<file path="config.mk">
export PLATFORM = sky130hd
export DESIGN_NAME = bb_alias_ctrl
export DESIGN_NICKNAME = d
export VERILOG_FILES = /design/src/rtl/bb_pkg.sv /design/src/rtl/bb_window_decode.sv /design/src/rtl/bb_lane_unit.sv /design/src/rtl/bb_seq_fsm.sv /design/src/rtl/bb_alias_ctrl.sv
export SDC_FILE = /design/constraint.sdc
export NUM_CORES = 1
export LEC_CHECK = 0
export ABC_AREA = 1
export BUFFER_PORTS_ARGS = -buffer_cell sky130_fd_sc_hd__buf_4
export CAP_MARGIN = 0
export CORE_MARGIN = 2
export CORE_UTILIZATION = 45
export CTS_BUF_LIST = sky130_fd_sc_hd__clkbuf_16
export DETAILED_ROUTE_END_ITERATION = 8
export PLACE_DENSITY = 0.75
export SYNTH_ARGS = -nofsm -noshare
export SYNTH_HDL_FRONTEND = slang
export SYNTH_SLANG_ARGS = --single-unit
</file>
<file path="constraint.sdc">
create_clock -name clk -period 3.5 [get_ports clk]
set_input_delay 0.7 -clock clk [delete_from_list [all_inputs] [get_ports clk]]
set_output_delay 0.7 -clock clk [all_outputs]
set_load 0.01 [all_outputs]
</file>
<file path="src/rtl/bb_pkg.sv">
package bb_pkg;

  localparam int unsigned BB_AW    = 32;
  localparam int unsigned BB_DW    = 32;
  localparam int unsigned BB_POS_W = $clog2(BB_DW);

  typedef enum logic [1:0] {
    SZ_BYTE = 2'd0,
    SZ_HALF = 2'd1,
    SZ_WORD = 2'd2
  } bb_size_e;

  typedef enum logic [2:0] {
    ST_IDLE,
    ST_RD,
    ST_MOD,
    ST_WR,
    ST_RESP
  } bb_state_e;

  // Fold the two-bit size code: code 3 behaves as a word.
  function automatic bb_size_e bb_norm_size(input logic [1:0] code);
    bb_size_e r;
    case (code)
      2'd0:    r = SZ_BYTE;
      2'd1:    r = SZ_HALF;
      default: r = SZ_WORD;
    endcase
    return r;
  endfunction

  // Byte address of the target unit for an alias offset.
  function automatic logic [BB_AW-1:0] bb_target(input logic [BB_AW-1:0] base,
                                                input logic [BB_AW-1:0] off,
                                                input bb_size_e sz);
    logic [BB_AW-1:0] t;
    t = base | (off >> 5);
    case (sz)
      SZ_BYTE: ;
      SZ_HALF: t[0] = 1'b0;
      default: t[1:0] = 2'b00;
    endcase
    return t;
  endfunction

  // Bit index inside the unit, from alias word-select bits offset[6:2].
  function automatic logic [BB_POS_W-1:0] bb_bit_index(input logic [4:0] wsel,
                                                     input bb_size_e sz);
    logic [BB_POS_W-1:0] idx;
    case (sz)
      SZ_BYTE: idx = {2'b00, wsel[2:0]};
      SZ_HALF: idx = {1'b0, wsel[3:0]};
      default: idx = wsel;
    endcase
    return idx;
  endfunction

  // Little-endian bus bit position of a unit bit.
  function automatic logic [BB_POS_W-1:0] bb_lane_pos(input logic [1:0] lo,
                                                    input logic [BB_POS_W-1:0] idx);
    return {lo, 3'b000} + idx;
  endfunction

endpackage

</file>
<file path="src/rtl/bb_window_decode.sv">
module bb_window_decode
  import bb_pkg::*;
#(
  parameter int unsigned AW        = BB_AW,
  parameter int unsigned SPAN_LOG2 = 25,
  parameter logic [AW-1:0] ALIAS   = 32'h2200_0000,
  parameter logic [AW-1:0] BASE    = 32'h2000_0000,
  localparam int unsigned POS_W    = BB_POS_W
) (
  input  logic [AW-1:0]    addr,
  input  bb_size_e         size,
  output logic             hit,
  output logic [AW-1:0]    tgt,
  output logic [POS_W-1:0] pos
);

  logic [AW-1:0] off;

  assign off = {{(AW-SPAN_LOG2){1'b0}}, addr[SPAN_LOG2-1:0]};
  assign hit = (addr[AW-1:SPAN_LOG2] == ALIAS[AW-1:SPAN_LOG2]);
  assign tgt = bb_target(BASE, off, size);
  assign pos = bb_lane_pos(tgt[1:0], bb_bit_index(off[6:2], size));

endmodule

</file>
<file path="src/rtl/bb_lane_unit.sv">
module bb_lane_unit #(
  parameter int unsigned BUS_W = 32,
  localparam int unsigned POS_W = $clog2(BUS_W)
) (
  input  logic [BUS_W-1:0] word,
  input  logic [POS_W-1:0] pos,
  input  logic             set_val,
  output logic             bit_val,
  output logic [BUS_W-1:0] merged
);

  assign bit_val = word[pos];

  for (genvar g = 0; g < BUS_W; g++) begin : g_lane
    assign merged[g] = (pos == POS_W'(g)) ? set_val : word[g];
  end

endmodule

</file>
<file path="src/rtl/bb_seq_fsm.sv">
module bb_seq_fsm
  import bb_pkg::*;
(
  input  logic      clk,
  input  logic      rst_n,
  input  logic      s_valid,
  input  logic      req_hit,
  input  logic      op_we_q,
  input  logic      m_ack,
  output bb_state_e state_q,
  output logic      s_ready,
  output logic      s_rvalid,
  output logic      m_req,
  output logic      m_we,
  output logic      m_lock,
  output logic      ev_accept,
  output logic      ev_rd_done,
  output logic      ev_wr_done
);

  bb_state_e state_d;

  assign ev_accept  = (state_q == ST_IDLE) && s_valid;
  assign ev_rd_done = (state_q == ST_RD) && m_ack;
  assign ev_wr_done = (state_q == ST_WR) && m_ack;

  always_comb begin
    state_d = state_q;
    case (state_q)
      ST_IDLE: if (s_valid) state_d = req_hit ? ST_RD : ST_RESP;
      ST_RD:   if (m_ack)   state_d = op_we_q ? ST_MOD : ST_RESP;
      ST_MOD:               state_d = ST_WR;
      ST_WR:   if (m_ack)   state_d = ST_RESP;
      ST_RESP:              state_d = ST_IDLE;
      default:              state_d = ST_IDLE;
    endcase
  end

  always_ff @(posedge clk or negedge rst_n) begin
    if (!rst_n) state_q <= ST_IDLE;
    else        state_q <= state_d;
  end

  assign s_ready  = (state_q == ST_IDLE);
  assign s_rvalid = (state_q == ST_RESP);
  assign m_req    = (state_q == ST_RD) || (state_q == ST_WR);
  assign m_we     = (state_q == ST_WR);
  assign m_lock   = op_we_q &&
                    ((state_q == ST_RD) || (state_q == ST_MOD) || (state_q == ST_WR));

endmodule

</file>
<file path="src/rtl/bb_alias_ctrl.sv">
module bb_alias_ctrl
  import bb_pkg::*;
#(
  parameter int unsigned NUM_WIN   = 2,
  parameter int unsigned AW        = BB_AW,
  parameter int unsigned DW        = BB_DW,
  parameter int unsigned SPAN_LOG2 = 25,
  parameter logic [NUM_WIN-1:0][AW-1:0] WIN_ALIAS = {32'h4200_0000, 32'h2200_0000},
  parameter logic [NUM_WIN-1:0][AW-1:0] WIN_BASE  = {32'h4000_0000, 32'h2000_0000},
  localparam int unsigned POS_W = $clog2(DW)
) (
  input  logic          clk,
  input  logic          rst_n,
  input  logic          s_valid,
  output logic          s_ready,
  input  logic [AW-1:0] s_addr,
  input  logic [1:0]    s_size,
  input  logic          s_write,
  input  logic [DW-1:0] s_wdata,
  output logic          s_rvalid,
  output logic [DW-1:0] s_rdata,
  output logic          m_req,
  output logic          m_we,
  output logic          m_lock,
  output logic [AW-1:0] m_addr,
  output logic [1:0]    m_size,
  output logic [DW-1:0] m_wdata,
  input  logic          m_ack,
  input  logic [DW-1:0] m_rdata
);

  bb_size_e               req_size;
  logic [NUM_WIN-1:0]     win_hit;
  logic [AW-1:0]          win_tgt [NUM_WIN];
  logic [POS_W-1:0]       win_pos [NUM_WIN];
  logic                   sel_hit;
  logic [AW-1:0]          sel_tgt;
  logic [POS_W-1:0]       sel_pos;

  logic                   hit_q, we_q, wbit_q;
  logic [AW-1:0]          tgt_q;
  logic [POS_W-1:0]       pos_q;
  bb_size_e               size_q;
  logic [DW-1:0]          rd_q, mod_q;

  bb_state_e              state_q;
  logic                   ev_accept, ev_rd_done, ev_wr_done;
  logic                   lane_bit;
  logic [DW-1:0]          lane_merged;
  logic                   unused_wdata_hi;

  assign unused_wdata_hi = ^s_wdata[DW-1:1];
  assign req_size        = bb_norm_size(s_size);

  for (genvar w = 0; w < NUM_WIN; w++) begin : g_win
    bb_window_decode #(
      .AW        (AW),
      .SPAN_LOG2 (SPAN_LOG2),
      .ALIAS     (WIN_ALIAS[w]),
      .BASE      (WIN_BASE[w])
    ) u_dec (
      .addr (s_addr),
      .size (req_size),
      .hit  (win_hit[w]),
      .tgt  (win_tgt[w]),
      .pos  (win_pos[w])
    );
  end

  // Lowest-numbered window wins if windows overlap.
  always_comb begin
    sel_hit = 1'b0;
    sel_tgt = '0;
    sel_pos = '0;
    for (int i = NUM_WIN - 1; i >= 0; i--) begin
      if (win_hit[i]) begin
        sel_hit = 1'b1;
        sel_tgt = win_tgt[i];
        sel_pos = win_pos[i];
      end
    end
  end

  bb_seq_fsm u_fsm (
    .clk        (clk),
    .rst_n      (rst_n),
    .s_valid    (s_valid),
    .req_hit    (sel_hit),
    .op_we_q    (we_q),
    .m_ack      (m_ack),
    .state_q    (state_q),
    .s_ready    (s_ready),
    .s_rvalid   (s_rvalid),
    .m_req      (m_req),
    .m_we       (m_we),
    .m_lock     (m_lock),
    .ev_accept  (ev_accept),
    .ev_rd_done (ev_rd_done),
    .ev_wr_done (ev_wr_done)
  );

  bb_lane_unit #(.BUS_W(DW)) u_lane (
    .word    (rd_q),
    .pos     (pos_q),
    .set_val (wbit_q),
    .bit_val (lane_bit),
    .merged  (lane_merged)
  );

  always_ff @(posedge clk or negedge rst_n) begin
    if (!rst_n) begin
      hit_q  <= 1'b0;
      we_q   <= 1'b0;
      wbit_q <= 1'b0;
      tgt_q  <= '0;
      pos_q  <= '0;
      size_q <= SZ_BYTE;
      rd_q   <= '0;
      mod_q  <= '0;
    end else begin
      if (ev_accept) begin
        hit_q  <= sel_hit;
        we_q   <= s_write;
        wbit_q <= s_wdata[0];
        tgt_q  <= sel_tgt;
        pos_q  <= sel_pos;
        size_q <= req_size;
      end
      if (ev_rd_done) rd_q <= m_rdata;
      if (state_q == ST_MOD) mod_q <= lane_merged;
    end
  end

  assign m_addr  = tgt_q;
  assign m_size  = size_q;
  assign m_wdata = mod_q;
  assign s_rdata = {{(DW-1){1'b0}}, s_rvalid & hit_q & ~we_q & lane_bit};

endmodule

</file>
Word-level counts from Yosys, hierarchy flattened --
Index checks and enable logic that the tools add are counted.
Word-level totals: memory bits (writable) 0, memories kept 0, output and inout port bits 103, ROM bits 0, input bits 103, register bits after elaboration 109, word-level logic and storage cells 119, latch bits 0
Cells by class: equality and inequality tests 42, divide/modulo/power cells 0, muxes and demuxes 50, add/subtract/negate cells 1, $mul 0, shift-type cells 0, order comparisons 1, bitwise gates (word level) 4, reduce and logical (&&, ||, !) cells 12
Operators with widths (number):
- $eq A5 B5 Y1 const B | 16
- $eq A5 B4 Y1 const B | 8
- $mux W1 | 37
- $mux W32 | 1
- $mux W31 | 1
- $eq A5 B3 Y1 const B | 4
- $mux W3 | 5
- $pmux W3 S4 | 1
- $eq A5 B2 Y1 const B | 2
- $mux W5 | 2
- $pmux W5 S2 | 1
- $eq A7 B5 Y1 const B | 1
- $eq A7 B6 Y1 const B | 1
- $eq A3 B2 Y1 const B | 2
- $lt A5 B6 Y1 const B | 1
- $add A5 B5 Y5 | 1
- $bmux W1 S5 | 1
- $eq A5 B1 Y1 const B | 1
- $logic_not A5 Y1 | 1
- $eq A2 B1 Y1 const B | 2
- $logic_not A2 Y1 | 2
- $ne A2 B2 Y1 const B | 2
- $pmux W2 S2 | 1
- $and A1 B1 Y1 | 3
- 9 further kinds | 13

Logic depth before layout (Yosys ltp) --
word-level depth 8, depth in mapped cells 10, mapped depth without buffers 9

By module --
Synthesis repeated with hierarchy kept, for this count alone.
Unflattened totals: cell total of the unflattened synthesis 1000, area, all modules 6865.3 um^2
By module, submodules not included:
- bb_alias_ctrl | cells an instance 654, area an instance 5027.3 um^2, times used 1
- bb_lane_unit | cells an instance 206, area an instance 929.6 um^2, times used 1
- bb_window_decode | cells an instance 51, area an instance 331.6 um^2, times used 2
- bb_seq_fsm | cells an instance 38, area an instance 245.2 um^2, times used 1

Worst setup path after synthesis --
OpenSTA, ideal clock, no wires.
path type flip-flop to output port, from register u_fsm.state_q[2], to output s_rdata[0], buffers on the path 0, stages on the path, launching flop included 5, path slack 1.509 ns, arrival 1.291 ns, path through dfrtp_1 nor3b_1 nand3_1 o21bai_1 nor2_1
Between the ends: word-level cells in the longest chain between the ends 4
Ends and longest elaborated chain:
- start, declared | line bb_seq_fsm.sv:10 | output bb_state_e state_q,
- start signal, assigned | line bb_seq_fsm.sv:41 | else state_q <= state_d;
- $eq A3 B3 Y1 | line bb_seq_fsm.sv:45 | assign s_rvalid = (state_q == ST_RESP);
- net s_rvalid | line bb_alias_ctrl.sv:20 | output logic s_rvalid,
- $and A1 B1 Y1 (3 in series) | line bb_alias_ctrl.sv:137 | assign s_rdata = {{(DW-1){1'b0}}, s_rvalid & hit_q & ~we_q & lane_bit};
- end, declared | line bb_alias_ctrl.sv:21 | output logic [DW-1:0] s_rdata,
The timed path passes the listed nets, and every way through them passes these cells.

Final worst setup path --
from register pos_q[1], to output s_rdata[0]
Between the ends: word-level cells in the longest chain between the ends 3
Ends and longest elaborated chain:
- start, declared | line bb_alias_ctrl.sv:42 | logic [POS_W-1:0] pos_q;
- start signal, assigned | line bb_alias_ctrl.sv:126 | pos_q <= sel_pos;
- $bmux W1 S5 | line bb_lane_unit.sv:12 | assign bit_val = word[pos];
- $mux W1 (not written as such) | line bb_lane_unit.sv:12
- $and A1 B1 Y1 | line bb_alias_ctrl.sv:137
Every way passes these cells. The select of a mux whose other input is x is not followed.

==> flow_summary.json <==
{
  "grtUsageTotal": 0.2236,
  "antenna_found_initial": 0,
  "cellPowerDensity_nw_per_um2": 622.2,
  "dr_wl_met2_um": 6197,
  "hold_buffers": 0,
  "status": "finished clean",
  "cp_max_fo": 8,
  "grt_pass1_vias": 4339,
  "worst_pin_slew_ns": 0.9435,
  "core_area_um2": 10890,
  "setup_viol": 0,
  "required_ns": 2.80,
  "path_delay_family": "simple AND/OR/NAND/NOR gates",
  "power_mw": 3.888,
  "worstSetupStartpointType": "flip-flop",
  "synth_most_common_cell": "nand2_1",
  "fin_crit_sh": 0.8067,
  "hp-class": "in -> async",
  "syn_area_per_cell_um2": 8.087,
  "path_cells": "inv_1 -> nor2_2 -> a21oi_1 -> nand2_1 -> nand2_1 -> nand2_1 -> nor2_1 -> nor2_1 -> buf_4",
  "fin_nets": 847,
  "wire_per_inst_um": 14.57,
  "cp.arrival_ns": 2.12,
  "cap_violations": 0,
  "synth-main-ff-cell": "dfrtp_1",
  "drt-total-wl_um": 12940,
  "clockBufferDepth": 2,
  "synth_area_um2": 5062,
  "p_leak_nw": 3.424,
  "grt_max_degree": 55,
  "synth_seq_cells": 99,
  "synth.distinct_cells": 36,
  "combPwrFrac": 0.300,
  "worstRegToRegCells": 6,
  "drive_gt1_frac": 0.2286,
  "reg2reg_from": "u_fsm.state_q[1]",
  "drcViolationCount": 0,
  "highest_layer": "met4",
  "p_sw_frac": 0.3344,
  "max_freq_mhz": 354.2,
  "first_pass_iters": 5,
  "slew_viol_final": 0,
  "crit_top_cell": "nand2_1",
  "fin_skew_ns": 0.008934,
  "viasPerCell": 5.054,
  "fin_crit_ns": 2.823,
  "cts_tree": "built",
  "std_cell_rows": 38,
  "r2r_end": "m_wdata[23]",
  "cts_resized": 0,
  "design.die.area_um2": 12110,
  "grt_pass1_wl_um": 20950,
  "ioPinCount": 206,
  "place_congestion": 0.8765,
  "synth_seq_area_share": 0.4894,
  "p_clk_frac": 0.247,
  "synth.largest_area_cell": "dfrtp_1",
  "numCtsBuffers": 9,
  "worst-path-buf-inv": 2,
  "fp.dieH_um": 110.1,
  "start_util": 0.4650,
  "grt_setup_unrepaired": "false",
  "met3WireLength_um": 1009,
  "syn2layout_area_growth_pct": 23.43,
  "crit_type": "reg -> out",
  "yosysWarnings": 0,
  "power_switching_mw": 1.300,
  "n_antenna_cell": 0,
  "gr-total-overflow": 0,
  "synthTopCellsByArea": "dfrtp_1 49%, nand2_1 14%, buf_4 6.1%",
  "hold_viol": 0,
  "rrSetupSlack_ns": 1.21,
  "path_clk_slew_ns": 0.06,
  "critPathCaptureType": "output pin",
  "slew_headroom": 0.3703,
  "synth_top_area_frac": 0.4894,
  "synth_cells": 626,
  "cp-startpoint": "pos_q[1]",
  "synth-async-reset-ratio": 1.000,
  "pwr-share-seq": 0.453,
  "tns_ns": 0,
  "synth.top_cells.by_count": "185 x nand2_1, 99 x dfrtp_1, 58 x nor2_1",
  "slowest_stage": "dfrtp_1",
  "die_x_um": 110.1,
  "vias": 4488,
  "intPower_mw": 2.588,
  "cp_slowest_stage_delay_ns": 0.52,
  "drtIter0Drc": 326,
  "ir_worst_vdd_mv": 0.3184,
  "cts_root_buffer": "clkbuf_16",
  "h-tree-depth": 3,
  "synth_edf_count": 0,
  "portBuffers": 131,
  "clkLatencyLatePin_ns": 0.35,
  "cts_sinks": 99,
  "cts_setup_buffers": 0,
  "drt-met1-wl_um": 5543,
  "hpwl_um": 9453,
  "postRouteAntennaNets": 0
}
==> per-layer routing <==
layer,vias to the layer above,track usage
li1,2178,-
met5,-,0
met2,182,0.3567
met3,16,0.05467
met4,0,0.06962
met1,2112,0.3009
==> through the flow <==
| step | setup slack [ns] | instances | utilization | instance area [µm²] | hold slack [ns] |
|---|---|---|---|---|---|
| after floorplan | 1.509 | 666 | - | 5213 | 0.4044 |
| after global placement | 1.092 | 872 | 0.5477 | 5963 | 0.4647 |
| after detailed placement | 1.093 | 872 | 0.5477 | 5963 | 0.4677 |
| after CTS | 0.7139 | 888 | 0.5739 | 6248 | 0.3835 |
| after global routing | 0.5201 | 888 | 0.5739 | 6248 | 0.4119 |
| final | 0.6765 | 888 | 0.5739 | 6248 | 0.3542 |
==> registers in the layout, indices dropped and copies added, names as in the netlist <==
register and cells:
hit_q 1, m_addr 22, m_size 2, m_wdata 32, pos_q 5, rd_q 32
u_fsm.state_q 3, wbit_q 1, we_q 1
==> placed cells by master, fill, tap and decap left out, types with 4 or more instances in the layout <==
cell type / synthesis / layout
a21oi_1: 45 / 45
buf_4: 41 / 134
clkbuf_16: 0 / 9
conb_1: 1 / 41
dfrtp_1: 99 / 99
inv_1: 37 / 38
mux2_2: 4 / 4
mux2_4: 8 / 8
nand2_1: 185 / 185
nand3_1: 34 / 34
nor2_1: 58 / 58
nor3_1: 8 / 8
o21ai_0: 45 / 45
o21ai_1: 4 / 4
o311ai_0: 4 / 4
==> cell type report <==
class | count | area (µm²)
clock buffer | 9 | 225.2
clock inverter | 7 | 60.06
fill | 1048 | 4639
inverter | 41 | 153.9
multi-input combinational | 457 | 2131
sequential | 99 | 2477
tap | 140 | 175.2
timing repair buffer | 135 | 1026
==> kinds of logic after synthesis <==
| group | Yosys count | share of synthesized area |
|---|---|---|
| AND/OR/NAND/NOR | 294 | 0.2383 |
| buffers and inverters | 110 | 0.1194 |
| AO/OA/AOI/OAI | 108 | 0.1154 |
| flip-flops | 99 | 0.4894 |
| multiplexers | 12 | 0.03263 |
| adder cells (fa/ha/maj) | 1 | 0.002471 |
| other | 1 | 0.0007408 |
| XOR/XNOR | 1 | 0.001730 |
==> how the worst max path moves through the flow <==
stage / cells after the start / slack, ns / to
after floorplan: 4 / 1.51 / s_rdata[0]
after global placement: 9 / 1.09 / s_rdata[0]
after detailed placement: 9 / 1.09 / s_rdata[0]
after CTS: 9 / 0.71 / s_rdata[0]
after global routing: 9 / 0.52 / s_rdata[0]
final: 9 / 0.68 / s_rdata[0]
==> worst register-to-register path, stage by stage (launching register included) <==
cell	delay, ns
dfrtp_1	0.44
inv_1	0.14
nor3_4	0.59
inv_2	0.54
a21oi_1	0.30
o21ai_0	0.13
nand2_1	0.08
==> power by group through the flow <==
stage | logic [mW] | registers [mW] | clock network, mW
final | 1.17 | 1.76 | 0.960
after global routing | 1.31 | 1.80 | 1.03
after CTS | 1.18 | 1.76 | 0.977
after detailed placement | 1.17 | 1.78 | 0
after global placement | 1.15 | 1.76 | 0
after floorplan | 0.620 | 1.78 | 0
Power figures use the tool's default switching activity.
